[config.mk]
export PLATFORM = sky130hd
export DESIGN_NAME = buf_flow_ctrl
export DESIGN_NICKNAME = d
export VERILOG_FILES = /design/src/rtl/buf_flow_pkg.sv /design/src/rtl/fc_occupancy.sv /design/src/rtl/fc_packetizer.sv /design/src/rtl/fc_req_gate.sv /design/src/rtl/buf_flow_ctrl.sv
export SDC_FILE = /design/constraint.sdc
export NUM_CORES = 1
export LEC_CHECK = 0
export ABC_AREA = 1
export BUFFER_PORTS_ARGS = -buffer_cell sky130_fd_sc_hd__buf_2
export CAP_MARGIN = 5
export CORE_MARGIN = 5
export CORE_UTILIZATION = 45
export CTS_CLUSTER_SIZE = 12
export DETAILED_ROUTE_END_ITERATION = 8
export PLACE_DENSITY_LB_ADDON = 0.08
export SLEW_MARGIN = 20
export SYNTH_ARGS = -nofsm -noshare
export SYNTH_HDL_FRONTEND = slang
export SYNTH_HIERARCHICAL = 1
export SYNTH_SLANG_ARGS = --single-unit
[constraint.sdc]
create_clock -name clk -period 5.95 [get_ports clk]
set_input_delay 0.8925 -clock clk [delete_from_list [all_inputs] [get_ports clk]]
set_output_delay 0.8925 -clock clk [all_outputs]
set_load 0.01 [all_outputs]
[src/rtl/buf_flow_pkg.sv]
package buf_flow_pkg;
  typedef enum logic {
    GATE_RUN  = 1'b0,
    GATE_HOLD = 1'b1
  } gate_state_t;
endpackage

[src/rtl/fc_occupancy.sv]
module fc_occupancy #(
  parameter int DEPTH = 16,
  parameter int LW    = 5
) (
  input  logic          clk,
  input  logic          rst_n,
  input  logic          inc,
  input  logic          rd_req,
  output logic [LW-1:0] level,
  output logic          full
);
  logic [LW-1:0] level_q, level_d;
  logic          dec;

  assign dec = rd_req & (level_q != '0);

  always_comb begin
    level_d = level_q;
    case ({inc, dec})
      2'b10:   level_d = level_q + 1'b1;
      2'b01:   level_d = level_q - 1'b1;
      default: level_d = level_q;
    endcase
  end

  always_ff @(posedge clk or negedge rst_n) begin
    if (!rst_n) level_q <= '0;
    else        level_q <= level_d;
  end

  assign level = level_q;
  assign full  = (level_q == LW'(DEPTH));
endmodule

[src/rtl/fc_packetizer.sv]
module fc_packetizer #(
  parameter int PKT_LEN = 4,
  parameter int PW      = 2,
  parameter int CW      = 8
) (
  input  logic          clk,
  input  logic          rst_n,
  input  logic          acc,
  output logic [PW-1:0] pos,
  output logic          last,
  output logic [CW-1:0] pkt_count
);
  logic [CW-1:0] cnt_q, cnt_d;
  logic          cnt_en;

  generate
    if (PKT_LEN > 1) begin : g_multi
      logic [PW-1:0] pos_q, pos_d;
      always_comb begin
        pos_d = pos_q;
        if (acc) begin
          if (pos_q == PW'(PKT_LEN-1)) pos_d = '0;
          else                         pos_d = pos_q + 1'b1;
        end
      end
      always_ff @(posedge clk or negedge rst_n) begin
        if (!rst_n) pos_q <= '0;
        else        pos_q <= pos_d;
      end
      assign pos  = pos_q;
      assign last = (pos_q == PW'(PKT_LEN-1));
    end else begin : g_single
      assign pos  = '0;
      assign last = 1'b1;
    end
  endgenerate

  assign cnt_en = acc & last;

  always_comb begin
    cnt_d = cnt_q;
    if (cnt_en) cnt_d = cnt_q + 1'b1;
  end

  always_ff @(posedge clk or negedge rst_n) begin
    if (!rst_n) cnt_q <= '0;
    else        cnt_q <= cnt_d;
  end

  assign pkt_count = cnt_q;
endmodule

[src/rtl/fc_req_gate.sv]
module fc_req_gate
  import buf_flow_pkg::*;
#(
  parameter int THRESH = 12,
  parameter int LW     = 5,
  parameter int PW     = 2
) (
  input  logic          clk,
  input  logic          rst_n,
  input  logic [LW-1:0] level,
  input  logic [PW-1:0] pos,
  output logic          src_req
);
  gate_state_t st_q, st_d;

  always_comb begin
    st_d = st_q;
    case (st_q)
      GATE_RUN:  if (level >= LW'(THRESH) && pos == '0) st_d = GATE_HOLD;
      GATE_HOLD: if (level == '0)                        st_d = GATE_RUN;
      default:   st_d = GATE_RUN;
    endcase
  end

  always_ff @(posedge clk or negedge rst_n) begin
    if (!rst_n) st_q <= GATE_RUN;
    else        st_q <= st_d;
  end

  assign src_req = (st_q == GATE_RUN);
endmodule

[src/rtl/buf_flow_ctrl.sv]
module buf_flow_ctrl #(
  parameter int DW      = 16,
  parameter int THRESH  = 12,
  parameter int SLACK   = 4,
  parameter int PKT_LEN = 4,
  parameter int CW      = 8,
  localparam int DEPTH  = THRESH + SLACK,
  localparam int LW     = $clog2(DEPTH + 1)
) (
  input  logic          clk,
  input  logic          rst_n,
  output logic          src_req,
  input  logic          src_valid,
  input  logic [DW-1:0] src_data,
  output logic          buf_wr_en,
  output logic [DW-1:0] buf_wr_data,
  output logic          buf_wr_last,
  input  logic          buf_rd,
  output logic [LW-1:0] buf_level,
  output logic          ovf_err,
  output logic [CW-1:0] pkt_count
);
  localparam int PW = (PKT_LEN > 1) ? $clog2(PKT_LEN) : 1;

  logic          full;
  logic          accept;
  logic          pkt_last;
  logic [PW-1:0] pkt_pos;
  logic          ovf_q, ovf_d;

  assign accept = src_valid & ~full;

  fc_occupancy #(.DEPTH(DEPTH), .LW(LW)) u_occ (
    .clk(clk), .rst_n(rst_n), .inc(accept), .rd_req(buf_rd),
    .level(buf_level), .full(full)
  );

  fc_packetizer #(.PKT_LEN(PKT_LEN), .PW(PW), .CW(CW)) u_pkt (
    .clk(clk), .rst_n(rst_n), .acc(accept),
    .pos(pkt_pos), .last(pkt_last), .pkt_count(pkt_count)
  );

  fc_req_gate #(.THRESH(THRESH), .LW(LW), .PW(PW)) u_gate (
    .clk(clk), .rst_n(rst_n), .level(buf_level), .pos(pkt_pos),
    .src_req(src_req)
  );

  always_comb begin
    ovf_d = ovf_q;
    if (src_valid && full) ovf_d = 1'b1;
  end

  always_ff @(posedge clk or negedge rst_n) begin
    if (!rst_n) ovf_q <= 1'b0;
    else        ovf_q <= ovf_d;
  end

  assign ovf_err     = ovf_q;
  assign buf_wr_en   = accept;
  assign buf_wr_data = src_data;
  assign buf_wr_last = pkt_last;
endmodule

-- Yosys cells after proc, flatten, opt, wreduce, memory -nomap -nowiden
Index checks and enable logic that the tools add are counted.
- flip-flop bits (word level): 17
- logic and storage cells: 30
- add/sub/neg operators: 4
- magnitude comparators: 1
- equal/unequal tests: 4
- mux-type cells: 5
- bitwise gates (word level): 5
- reductions and logical operators: 6
- operators by type and width (kind ; number):
    5-bit case mux with 2 select lines ; 1
    8-bit by 1-bit adder with 8-bit output (second input constant) ; 1
    5-bit by 1-bit adder with 5-bit output (second input constant) ; 1
    5-bit == test (second input constant) ; 1
    5-bit by 4-bit >= comparator with 1-bit output (second input constant) ; 1
    5-bit zero test ; 1
    5-bit nonzero test ; 1
    5-bit by 1-bit subtractor with 5-bit output (second input constant) ; 1
    2-bit == test (second input constant) ; 2
    1-bit AND ; 3
    2-bit by 1-bit adder with 2-bit output (second input constant) ; 1
    2-bit by 1-bit == test with 1-bit output (second input constant) ; 1
    1-bit logical AND ; 2
    2-bit zero test ; 1
    1-bit 2-to-1 mux ; 2
    2-bit 2-to-1 mux ; 1
    1-bit NOT ; 2
    1-bit case mux with 2 select lines ; 1
    2-bit nonzero test ; 1

-- Longest topological paths before layout
Gate-level depths: netlist of the first run.
- depth in word-level cells: 5
- depth in mapped cells: 17
- mapped depth without buffers: 17

-- Hierarchy
Netlist of the first run, hierarchy kept.
- by module, submodules not included (module ; instances ; cells each ; area each (sq um) ; seq. area each (sq um)):
    fc_packetizer ; 1 ; 52 ; 490.5 ; 250.2
    fc_occupancy ; 1 ; 59 ; 406.6 ; 125.1
    buf_flow_ctrl ; 1 ; 22 ; 166.4 ; 25.0
    fc_req_gate ; 1 ; 10 ; 67.6 ; 25.0

-- Least setup slack after synthesis of the first run
Ideal clock, no wire load.
- path kind: input to register
- from: in src_valid
- to: reg u_occ.level_q[4] (netlist: u_occ/level[4])
- arrival: 2.331 ns
- slack: 3.502 ns
- stages on the path: 13
- path through: inv_1 > nor2_2 > inv_1 > ha_1 > nor2_1 > nor2_4 > ha_1 > clkinv_1 > nand2_1 > nand3_1 > nand3b_1 > nand3_1 > nand2_1
- cells in the longest elaborated chain, start to end: 3
- elaborated cells on any way between the ends: 5
- classes of those cells: 2 x eq/ne; 1 x mux; 1 x bitwise; 1 x reduce/logical
- RTL lines (element ; line ; RTL):
    start, declared ; buf_flow_ctrl.sv:13 ; input logic src_valid,
    1-bit AND * ; buf_flow_ctrl.sv:31 ; assign accept = src_valid & ~full;
    net buf_wr_en ; buf_flow_ctrl.sv:15 ; output logic buf_wr_en,
    2-bit by 1-bit == test with 1-bit output / 2-bit == test (equally long branches) ; fc_occupancy.sv:19 ; case ({inc, dec})
    5-bit case mux with 2 select lines / 2-bit nonzero test (equally long branches) ; n/a ;
    end signal, assigned ; fc_occupancy.sv:28 ; else level_q <= level_d;
    end, declared ; fc_occupancy.sv:12 ; logic [LW-1:0] level_q, level_d;
Mark *: on every way through the listed nets, which the timed path passes. The rest lies on a longest branch.
A chain may end at the register's enable or synchronous reset.

-- Worst setup path in the final report of the first run
- from: reg u_occ.level_q[1] (netlist: u_occ/level[1])
- to: out buf_wr_en
- cells in the longest elaborated chain, start to end: 3
- RTL lines (element ; line ; RTL):
    5-bit == test ; fc_occupancy.sv:32 ; assign full = (level_q == LW'(DEPTH));
    net full ; buf_flow_ctrl.sv:25 ; logic full;
    1-bit NOT ; buf_flow_ctrl.sv:31 ;
    1-bit AND ; buf_flow_ctrl.sv:31 ;
    end, declared ; buf_flow_ctrl.sv:15 ;
The timed path passes the listed nets, and every way through them passes these cells.

==> results.md, run 1 <==
- GPL Wtd Cong: roughly 0.83
- Slew Viols, Final: 0
- Peak Freq: between 400 and 500 MHz
- Status: complete, no violations
- Die W: approximately 60 um
- Area of the mapped netlist: 1131 um2
- GRT Total Usage: between 10% and 20%
- Min-delay worst type: flip-flop to flip-flop
- Largest net degree at the start of global routing: 18
- Tcrit/Tclk final: between 30% and 40%
- Fin. Hold Viols: 0
- Maxcap violations: 0
- Dominant cell type by area after synthesis: dfrtp_1
- Post-Syn Instances: approximately 140
- Synth warnings: 6
- # rows: 18
- CTS tree: done
- Clock Path Buffers: 2
- First-pass GRT wire length: between 3000 and 4000 um
- Int Power: 0.3016 mW
- Drt total wl: approximately 2100 um
- Data arrival, critical path: between 1 and 1.5 ns
- Vias in the first global route: approximately 880
- CP max FO: 7
- Post-CTS Hold Fix Bufs: 0
- Initial Util: between 40% and 50%
- Least-Margin Pin Slew: ~0.38 ns
- # DRC: 0
- Number of flops mapped to enable cells by yosys: 0
- RSZ-0062 raised after global routing: false
- Nets: ~180
- H-tree levels: 1
- CTS Root Buffer Type: clkbuf_4
- GRT busiest layer: met2
- N_diodes: 0
- Post-synthesis async set-or-reset flop share: 100.0%
- Synthesized Nets: roughly 170
- Full die area: around 3600 um2
- Top cells by area in the synthesized netlist: dfrtp_1, nand2_1, buf_4
- # setup viols final: 0
- Vias per inst: 4.724
- Via count: ~860
- Worst-path clk slew: approximately 0.10 ns
- Commonest non-fill, non-tap cells in the layout: nand2_1, buf_2, inv_1
- Reg power frac: between 40% and 50%
- Max-Slew Margin vs Limit: 74.48%
- Area share of the largest cell type after synthesis: 37.61%
- R2R Setup Slk: approximately 3.6 ns
- Sw frac: between 40 and 50%
- Worst clock skew: 0.006474 ns
- CTS resizes: 0
- Drt first pass iters: 4
- Most common cell after layout, fill and taps aside: nand2_1
- Seq/Total Area, Yosys: a little under two fifths
- HPWL after DPL: 1716 um
- Skew-Pair Late Insertion Delay: a little under 0.3 ns
- CORE AREA: 2432 um2
- M2 GR Usage: 20.99%
- CP Capture Type: primary output
- IO Port Bufs: 20
- R2r startpoint: u_occ/level[1]
- Mapped Avg Cell Area: around 8 um2
- Io pins: between 50 and 60
- Clock network fraction of design power: roughly 11%
- Critical path class: flip-flop to primary output
- Netlist cell types: 23
- Global-route met1 utilization: roughly 18%
- Share of post-route cells with drive strength above 1: a little under a quarter
- Setup crit end: buf_wr_en
- Final TNS setup: 0 ns
- WL per Instance: ~12 um
- Crit path from: u_occ/level[1]
- WP data required: 5.06 ns
- Worst VDD drop: about 230 uV
- Power per cell area: approximately 460 nW/um2
- Post-CTS setup buffer count: 0
- TritonCTS Buffers: 3
- Die H: 60.14 um
- Comb pwr share: between 40% and 50%
- Pwr Total: between 0.5 and 0.6 mW
- Initial antenna violation count: 0
- Routed Antenna Nets: 0
- Net Sw Power: between 0.2 and 0.25 mW
- Leakage power: around 0.65 nW
- Primary FF master, synth: dfrtp_1
- Startpoint types: flip-flop
- Clock Sinks: 17
- Grt total ovfl: 0
- Starting DRT DRC Count: 28
- Area delta synth->final: 3.872%
- R2R cell count: 17
- Fin crit period: 2.362 ns
- Reg-to-reg endpoint: u_occ/level[4]
- Number of synthesized register bits: 17
- M3 GR Usage: between 3 and 4%
[metal layers]
metal / up-vias / routed length [um]
met5: - / 0
met4: 0 / 18
met3: 8 / 151
met2: 28 / 987
met1: 383 / 989
li1: 436 / -
[cell families after synthesis]
logic type                 Yosys count  synth area share [%]
buffers and inverters               39                 18.25
and+or+nand+nor                     65                 26.88
adders and majority gates            6                 6.637
AOI/OAI and AO/OA                    8                 3.982
xor gates and xnor gates             6                 4.647
muxes                                2                 1.991
DFF                                 17                 37.61
[worst min path at each step]
stage	from	endpoint	slack [ns]	depth (start not counted)
floorplan	u_gate/st_q	u_gate/st_q	0.45	2
global placement	ovf_err	ovf_err	0.44	2
detailed placement	ovf_err	ovf_err	0.45	2
CTS	ovf_err	ovf_err	0.47	2
global route	ovf_err	ovf_err	0.49	2
finish	ovf_err	ovf_err	0.47	2
[worst max-delay path, cell delays in order (launching register included)]
cell	delay, ns
dfrtp_1	0.49
nor2_1	0.08
nand2_1	0.08
nor2_1	0.06
nor2_2	0.27
buf_2	0.20
[synthesized netlist by cell type, types with 3 or more instances]
library cell and count:
a21oi_1 3, xnor2_1 3, inv_1 19, nand2_1 38, buf_4 16, xor2_1 3, nor2_1 8, nand3b_1 3
inv_2 3, nand3_1 7, dfrtp_1 17, ha_1 6
[flip-flops by register name, indices dropped and copies added, names as in the netlist]
register	count
u_occ/level	5
u_pkt/pos	2
u_gate/st_q	1
u_pkt/pkt_count	8
ovf_err	1
[final cells by class]
class | count | area (um2)
Timing Repair Buffer | 20 | 100.1
Clock buffer | 4 | 26.28
Fill cell | 254 | 1257
Tap cell | 30 | 37.54
Sequential cell | 17 | 425.4
Inverter | 23 | 86.33
Multi-Input combinational cell | 87 | 499.2
[power groups by stage]
stage          clock, mW  sequential (mW)  combinational [mW]
5_1_grt           0.0686            0.230               0.304
2_1_floorplan          0            0.225               0.188
6_report          0.0625            0.220               0.263
4_1_cts           0.0643            0.222               0.269
3_5_place_dp           0            0.224               0.268
3_3_place_gp           0            0.221               0.263
[per-stage QoR]
step	worst slack (ns)	hold WS (ns)	instances	area [um2]	utilization, %
after floorplan	3.502	0.4491	143	1131	-
after global placement	3.378	0.4418	177	1149	47.22
after detailed placement	3.302	0.4465	177	1149	47.22
after CTS	3.556	0.4727	181	1175	48.30
after global routing	3.292	0.4886	181	1175	48.30
final	3.588	0.4657	181	1175	48.30
Note: power is estimated with default switching activity, not from simulation.
==> run 2: changes to the inputs <==
--- a/config.mk
+++ b/config.mk
@@ -9,7 +9,7 @@
 export BUFFER_PORTS_ARGS = -buffer_cell sky130_fd_sc_hd__buf_2
 export CAP_MARGIN = 5
 export CORE_MARGIN = 5
-export CORE_UTILIZATION = 45
+export CORE_UTILIZATION = 41
 export CTS_CLUSTER_SIZE = 12
 export DETAILED_ROUTE_END_ITERATION = 8
 export PLACE_DENSITY_LB_ADDON = 0.08
==> constraint.sdc (replaced) <==
create_clock -name clk -period 2 [get_ports clk]
set_input_delay 0.3 -clock clk [delete_from_list [all_inputs] [get_ports clk]]
set_output_delay 0.3 -clock clk [all_outputs]
set_load 0.01 [all_outputs]
==> run 2 against run 1 <==
Effect of this change: clock power increased to 2.9 times the previous value; first-iteration DRC count grew 29%; utilization grew 0.82 points; worst setup slack got worse by 3.5 ns; power rose to 3.4 times the previous value; global-route usage is 1.3 points lower; via count up 5.8%; combinational power increased to 4.1 times the previous value; sequential cell count is the same; clock skew is 0.0019 ns higher; count of clock-buffer cells in the layout shrank 1; critical endpoint is now u_occ/level[4]; largest cell class unchanged; largest power group unchanged.
==> results.md, run 2 (synthesis gave the netlist of run 1 again) <==
- Crit path from: u_occ/level[3]
- Data arrival, critical path: 2.09 ns (+0.62 ns)
- Hold Startpoint: src_valid
- CTS Root Buffer Type: clkbuf_4
- Fin. Hold Viols: 0 (unchanged)
- Delay-heaviest family, CP: simple AND/OR/NAND/NOR gates
- N_diodes: 0 (unchanged)
- Least-Margin Pin Slew: 0.3832 ns (+0.0002960 ns)
- Placed cells: 184 (+4.0%)
- CTS tree: done
- Most common cell after layout, fill and taps aside: nand2_1
- Routed Antenna Nets: 0 (unchanged)
- Full die area: 3909 um2 (+8.1%)
- Power per cell area: 1394 nW/um2 (+200%)
- Drt total wl: 2317 um (+7.9%)
- Pwr Total: 1.856 mW (+240%)
- Starting DRT DRC Count: 36 (+29%)
- WL per Instance: 12.13 um (+2.3%)
- Slowest Stage Delay on Critical Path: 0.44 ns (-0.05 ns)
- Setup Slack @ Placement: -0.02544 ns (-3.327 ns)
- Leakage power: 0.6987 nW (+6.9%)
- Grt total ovfl: 0 (unchanged)
- Worst VDD drop: 726.2 uV (+220%)
- Worst setup margin: 0.09912 ns (-3.489 ns)
- GRT Total Usage: 12.18% (-1.3 points)
- Max-Slew Margin vs Limit: 74.46% (about the same)
- CP Capture Type: flip-flop
- Maxcap violations: 0 (unchanged)
- Share of post-route cells with drive strength above 1: 40.00% (+16 points)
- Placed instance area: 1212 um2 (+5.6%)
- First-pass GRT wire length: 4002 um (+7.6%)
- # setup viols final: 0 (unchanged)
- TritonCTS Buffers: 3 (unchanged)
- Peak Freq: roughly 530 MHz
- Hold Slack: 0.2481 ns (-0.2177 ns)
- Status: complete, no violations
- Area delta synth->final: 17.70%
- Combined area of the multi-input logic cells: 578.1 um2 (+16%)
- IO Port Bufs: 20 (unchanged)
- Min-delay worst type: input port to flip-flop
- Initial antenna violation count: 0 (unchanged)
- RSZ-0062 raised after global routing: true
- # fillers: 282 (+11%)
- Nets: 187 (+5.1%)
- CP max FO: 5 (-2)
- Die H: 62.53 um (+4.0%)
- # DRC: 0 (unchanged)
- Clock Sinks: 17 (unchanged)
- # rows: 19 (+1)
- Critical path cell sequence: nor2_4 > nand2_2 > o21ai_2 > inv_2 > ha_4 > nand2_2 > inv_2 > nor2_4 > ha_4 > inv_2 > nand2_2 > nand3_2 > nand2_1 > nand2_1 > nand3_1 > nand2_1
- Drt first pass iters: 4 (unchanged)
- HPWL after DPL: 1795 um (+4.6%)
- Slowest CP cell: dfrtp_2
- Via count: 905 (+5.8%)
- Vias per inst: 4.738 (+0.31%)
- Tcrit/Tclk final: roughly 95%
- Initial Util: 41.74% (-4.8 points)
- H-tree levels: 1 (unchanged)
- Fin crit period: 1.901 ns
- Sequential cell area: 430.4 um2 (+1.2%)
- CORE AREA: 2710 um2 (+11%)
- GPL Wtd Cong: 0.8149 (-1.7%)
- Post-route cell area: 1331 um2 (+13%)
- Io pins: 53 (unchanged)
- Worst clock skew: 0.008329 ns (+0.001855 ns)
- Vias in the first global route: 875 (-0.68%)
- Final Non-Filler Cells: 191 (+5.5%)
- Max reg flops: 8 (unchanged)
- Die W: 62.53 um (+4.0%)
- Fin util: 49.12% (+0.82 points)
- Commonest non-fill, non-tap cells in the layout: nand2_1, buf_2, inv_1
- Final TNS setup: 0 ns (unchanged)
- R2r startpoint: u_occ/level[3]
- Worst-path clk slew: 0.10 ns (about the same)
- Buf+Inv Stages, Crit Path: 3 (+2)
- Skew-Pair Late Insertion Delay: 0.28 ns (about the same)
- WP data required: 2.19 ns (-2.87 ns)
- Critical path class: flip-flop to flip-flop
- Slew Viols, Final: 0 (unchanged)
- Largest net degree at the start of global routing: 18 (unchanged)
- Startpoint types: flip-flop
- Clock Path Buffers: 2 (unchanged)
[run 2: changes by cell type in the layout (fill, tap and decap cells not counted), moves of 2 or more]
cell     before  now
dfrtp_2       0    4
nand2_1      38   35
nand2_2       2    5
dfrtp_1      17   13
nor2_1        8    4
inv_2         3    6
buf_4         0    8
inv_1        19   17
nor2_4        2    5
ha_4          0    3
ha_1          6    3
[run 2: path summary, 6_finish.rpt]
path | endpoint | slack (ns) | cells past startpoint
min in group asynchronous | u_pkt/pkt_count[0] | 0.46 | 2
max | u_occ/level[4] | 0.1 | 16
max in group asynchronous | u_occ/level[2] | 1.24 | 2
max reg2reg | u_occ/level[4] | 0.1 | 16
min | ovf_err | 0.25 | 3
min reg2reg | ovf_err | 0.48 | 2
[run 2: layout make-up]
| class | count | area share (%) |
|---|---|---|
| clock inverter | 1 | 0.3759 |
| clock buffer | 3 | 1.692 |
| inverter | 23 | 6.485 |
| tap | 31 | 2.914 |
| timing repair buffer | 29 | 12.78 |
| multi-input combinational | 87 | 43.42 |
| sequential | 17 | 32.33 |
[run 2: worst register-to-register path, cell delays in order, from the launching register on]
cell	delay [ns]
dfrtp_2	0.44
nor2_4	0.12
nand2_2	0.09
o21ai_2	0.15
inv_2	0.07
ha_4	0.18
nand2_2	0.07
inv_2	0.05
nor2_4	0.13
ha_4	0.14
inv_2	0.03
nand2_2	0.06
nand3_2	0.08
nand2_1	0.07
nand2_1	0.04
nand3_1	0.06
nand2_1	0.04
[run 2: power by group]
group	total [mW]	leakage, nW	internal [mW]	switching [mW]
Clock	0.179	0.0177	0.0742	0.105
Combinational	1.07	0.487	0.478	0.588
Sequential	0.611	0.194	0.484	0.128
[run 2: timing repair]
| action | CTS | global route |
|---|---|---|
| setup endpoints to repair | 2 | 2 |
| buffers inserted | 1 | 1 |
| pin swaps | 1 | 10 |
| endpoints found under the hold margin | 17 | 0 |
| gates resized for setup | 3 | 14 |
| hold buffers | 1 | 0 |
[run 2: metal layers]
layer	vias to the layer above	global-route usage [%]	part of all wire (%)
met5	-	0	0
met4	0	5.836	2.0
met3	10	3.237	6.0
met2	21	18.13	46
met1	420	16.22	46
li1	454	-	-
==> run 3: changes to the inputs <==
--- a/config.mk
+++ b/config.mk
@@ -5,15 +5,13 @@
 export SDC_FILE = /design/constraint.sdc
 export NUM_CORES = 1
 export LEC_CHECK = 0
-export ABC_AREA = 1
 export BUFFER_PORTS_ARGS = -buffer_cell sky130_fd_sc_hd__buf_2
 export CAP_MARGIN = 5
 export CORE_MARGIN = 5
 export CORE_UTILIZATION = 41
 export CTS_CLUSTER_SIZE = 12
 export DETAILED_ROUTE_END_ITERATION = 8
-export PLACE_DENSITY_LB_ADDON = 0.08
-export SLEW_MARGIN = 20
+export PLACE_DENSITY = 0.71
 export SYNTH_ARGS = -nofsm -noshare
 export SYNTH_HDL_FRONTEND = slang
 export SYNTH_HIERARCHICAL = 1
==> run 3 against run 2 <==
Effect of this change: the flow now finishes with violations (negative setup slack); fmax down 7.6%; sequential share of layout area up 2.4 points; die area down 3.1%; clock skew down 0.0016 ns; hold slack better by 0.0083 ns; area after synthesis down 3.7%; via count down 14%; combinational power down 7%; first-iteration DRC count unchanged.
==> results.md, run 3 <==
- # DRC: 0 (unchanged)
- H-tree levels: 1 (unchanged)
- Combined area of the multi-input logic cells: 550.5 um2 (-4.8%)
- GPL Wtd Cong: 0.8361 (+2.6%)
- Worst VDD drop: 870.4 uV (+20%)
- Initial antenna violation count: 0 (unchanged)
- Clock Sinks: 17 (unchanged)
- Delay-heaviest family, CP: simple AND/OR/NAND/NOR gates
- Synth cell count leaders: dfrtp_1, buf_4, xnor2_1
- Net Sw Power: 0.7547 mW (-8.0%)
- Io pins: 53 (unchanged)
- Power per cell area: 1468 nW/um2 (+5.3%)
- Netlist cell types: 32 (+39%)
- Initial Util: 43.59% (+1.9 points)
- Status: complete, but fails checks
- Dominant cell type by area after synthesis: dfrtp_1
- Area share of the largest cell type after synthesis: 39.04% (+1.4 points)
- # rows: 18 (-1)
- Cell with the most instances after synthesis: dfrtp_1
- Fin crit period: 2.058 ns (+0.1574 ns)
- Area delta synth->final: 12.97%
- Full die area: 3789 um2 (-3.1%)
- R2R cell count: 12 (-4)
- Seq/Total Area, Yosys: 39.04% (+1.4 points)
- Critical path cell sequence: nor2_4 > nand2_2 > nor2_4 > nor2b_4 > inv_2 > ha_4 > xor2_1 > ha_2 > nor3_1 > o2111ai_1 > o311ai_1 > xnor2_1
- Grt total ovfl: 0 (unchanged)
- Slowest CP cell: dfrtp_1
- # setup viols final: 2 (+2)
- Peak Freq: 485.9 MHz (-7.6%)
- CP Capture Type: flip-flop
- Primary FF master, synth: dfrtp_1
- Max-Slew Margin vs Limit: 73.98% (-0.47 points)
- Die W: 61.56 um (-1.6%)
- Synthesized Nets: 129 (-24%)
- Max reg flops: 8 (unchanged)
- Share of post-route cells with drive strength above 1: 44.44% (+4.4 points)
- Int Power: 1.053 mW (+1.7%)
- Tcrit/Tclk final: 102.9% (+7.9 points)
- Number of synthesized register bits: 17 (unchanged)
- CORE AREA: 2500 um2 (-7.8%)
- Largest net degree at the start of global routing: 18 (unchanged)
- Buf+Inv Stages, Crit Path: 1 (-2)
- Reg power frac: 34.7% (+1.8 points)
- Placed cells: 141 (-23%)
- Critical path class: flip-flop to flip-flop
- Skew-Pair Late Insertion Delay: 0.28 ns (about the same)
- Worst clock skew: 0.006728 ns (-0.001601 ns)
- Most common cell after layout, fill and taps aside: buf_2
- Most used cell, CP: nor2_4
- N_diodes: 0 (unchanged)
- Vias per inst: 5.299 (+12%)
- Die H: 61.56 um (-1.6%)
- Hold EP: ovf_err
- Mapped Avg Cell Area: 10.58 um2 (+34%)
- Vias in the first global route: 808 (-7.7%)
- RSZ-0062 raised after global routing: true
- Via count: 779 (-14%)
- Top cells by area in the synthesized netlist: dfrtp_1, buf_4, xnor2_1
- First-pass GRT wire length: 3691 um (-7.8%)
- IO Port Bufs: 20 (unchanged)
- Synth warnings: 6 (unchanged)
- Hold Slack: 0.2564 ns (+0.008323 ns)
- Min-delay worst type: input port to flip-flop
- CP max FO: 5 (unchanged)
- TritonCTS Buffers: 3 (unchanged)
- GRT Total Usage: 12.99% (+0.82 points)
- Area of the mapped netlist: 1090 um2 (-3.7%)
- Slowest Stage Delay on Critical Path: 0.42 ns (-0.02 ns)
- # fillers: 235 (-17%)
- Clock network fraction of design power: 9.8% (+0.2 points)
- Sequential cell area: 427.9 um2 (-0.58%)
- HPWL after DPL: 1755 um (-2.3%)
- Startpoint types: flip-flop
- Drt first pass iters: 4 (unchanged)
- Post-Syn Instances: 103 (-28%)
- Commonest non-fill, non-tap cells in the layout: buf_2, dfrtp_1, xnor2_1
- WL per Instance: 15.51 um (+28%)
- Worst setup margin: -0.05824 ns (-0.1574 ns)
- Sw frac: 41.75% (-2.5 points)
- Routed Antenna Nets: 0 (unchanged)
- Number of flops mapped to enable cells by yosys: 0 (unchanged)
- Failing checks: negative setup slack
- Comb pwr share: 55.5% (-1.9 points)
- Maxcap violations: 0 (unchanged)
- CTS tree: done
- Least-Margin Pin Slew: 0.3903 ns (+0.007102 ns)
- Worst Hold Depth: 2 (-1)
- Reg-to-reg endpoint: u_occ/level[4]
- CTS Root Buffer Type: clkbuf_4
- Worst-path clk slew: 0.10 ns (about the same)
- Hold Startpoint: src_valid
- Post-synthesis async set-or-reset flop share: 100.0% (unchanged)
- Setup Slack @ Placement: -0.03171 ns (-0.006267 ns)
- R2r startpoint: u_occ/level[1]
- Pwr Total: 1.808 mW (-2.6%)
- Fin util: 49.25% (+0.13 points)
- Clock Path Buffers: 2 (unchanged)
- WP data required: 2.16 ns (-0.03 ns)
- Data arrival, critical path: 2.22 ns (+0.13 ns)
- Nets: 144 (-23%)
- Final Non-Filler Cells: 147 (-23%)
- R2R Setup Slk: -0.06 ns (-0.16 ns)
- Drt total wl: 2280 um (-1.6%)
- Slew Viols, Final: 0 (unchanged)
- Starting DRT DRC Count: 36 (unchanged)
- Fin. Hold Viols: 0 (unchanged)
- Leakage power: 0.5860 nW (-16%)
[run 3: cell type report]
cell class | instances | share of cell area, %
Sequential cell | 17 | 34.76
Tap cell | 30 | 3.049
Timing Repair Buffer | 29 | 13.82
Inverter | 5 | 1.524
Clock buffer | 4 | 2.134
Multi-Input combinational cell | 62 | 44.72
[run 3: worst max path at each step]
| stage | start | to | cells after the start |
|---|---|---|---|
| 5_1_grt | u_occ/level[0] | u_occ/level[4] | 12 |
| 6_report | u_occ/level[1] | u_occ/level[4] | 12 |
| 3_3_place_gp | u_occ/level[0] | u_occ/level[4] | 9 |
| 4_1_cts | u_occ/level[1] | u_occ/level[4] | 12 |
| 3_5_place_dp | u_occ/level[1] | u_occ/level[4] | 12 |
| 2_1_floorplan | u_occ/level[2] | u_occ/level[4] | 14 |
[run 3: kinds of logic after synthesis]
group	count (synthesis)	synth area share [%]
muxes	4	4.477
xor gates and xnor gates	13	10.45
adders and majority gates	6	6.888
buffers and inverters	24	15.84
AOI/OAI and AO/OA	12	8.382
and+or+nand+nor	27	14.93
DFF	17	39.04
[run 3: stage by stage]
stage	cell area (um2)	TNS, ns
2_1_floorplan	1130	-0.3652
3_3_place_gp	1166	0
3_5_place_dp	1166	-0.03171
4_1_cts	1231	-0.05049
5_1_grt	1231	-0.3112
6_report	1231	-0.06704
[run 3: routing by layer]
layer | global-route usage (%) | up-vias | share of wire, %
met1 | 14.27 | 379 | 39
met5 | 0 | - | 0
li1 | - | 364 | -
met3 | 2.516 | 4 | 7.9
met4 | 3.333 | 0 | 0.44
met2 | 25.11 | 32 | 53
[run 3: power groups by stage]
stage	Combinational (mW)	Clock, mW	Sequential [mW]
after floorplan	0.588	0	0.700
after global placement	0.914	0	0.617
after detailed placement	0.953	0	0.633
after CTS	0.998	0.187	0.629
after global routing	1.09	0.203	0.651
final	1.00	0.177	0.628
[run 3: repair_timing]
item,in CTS,in global routing
pin swaps,3,2
endpoints found under the setup margin,2,3
hold buffers,1,0
hold endpoints to repair,17,0
resized for setup,3,0
setup buffers,1,0
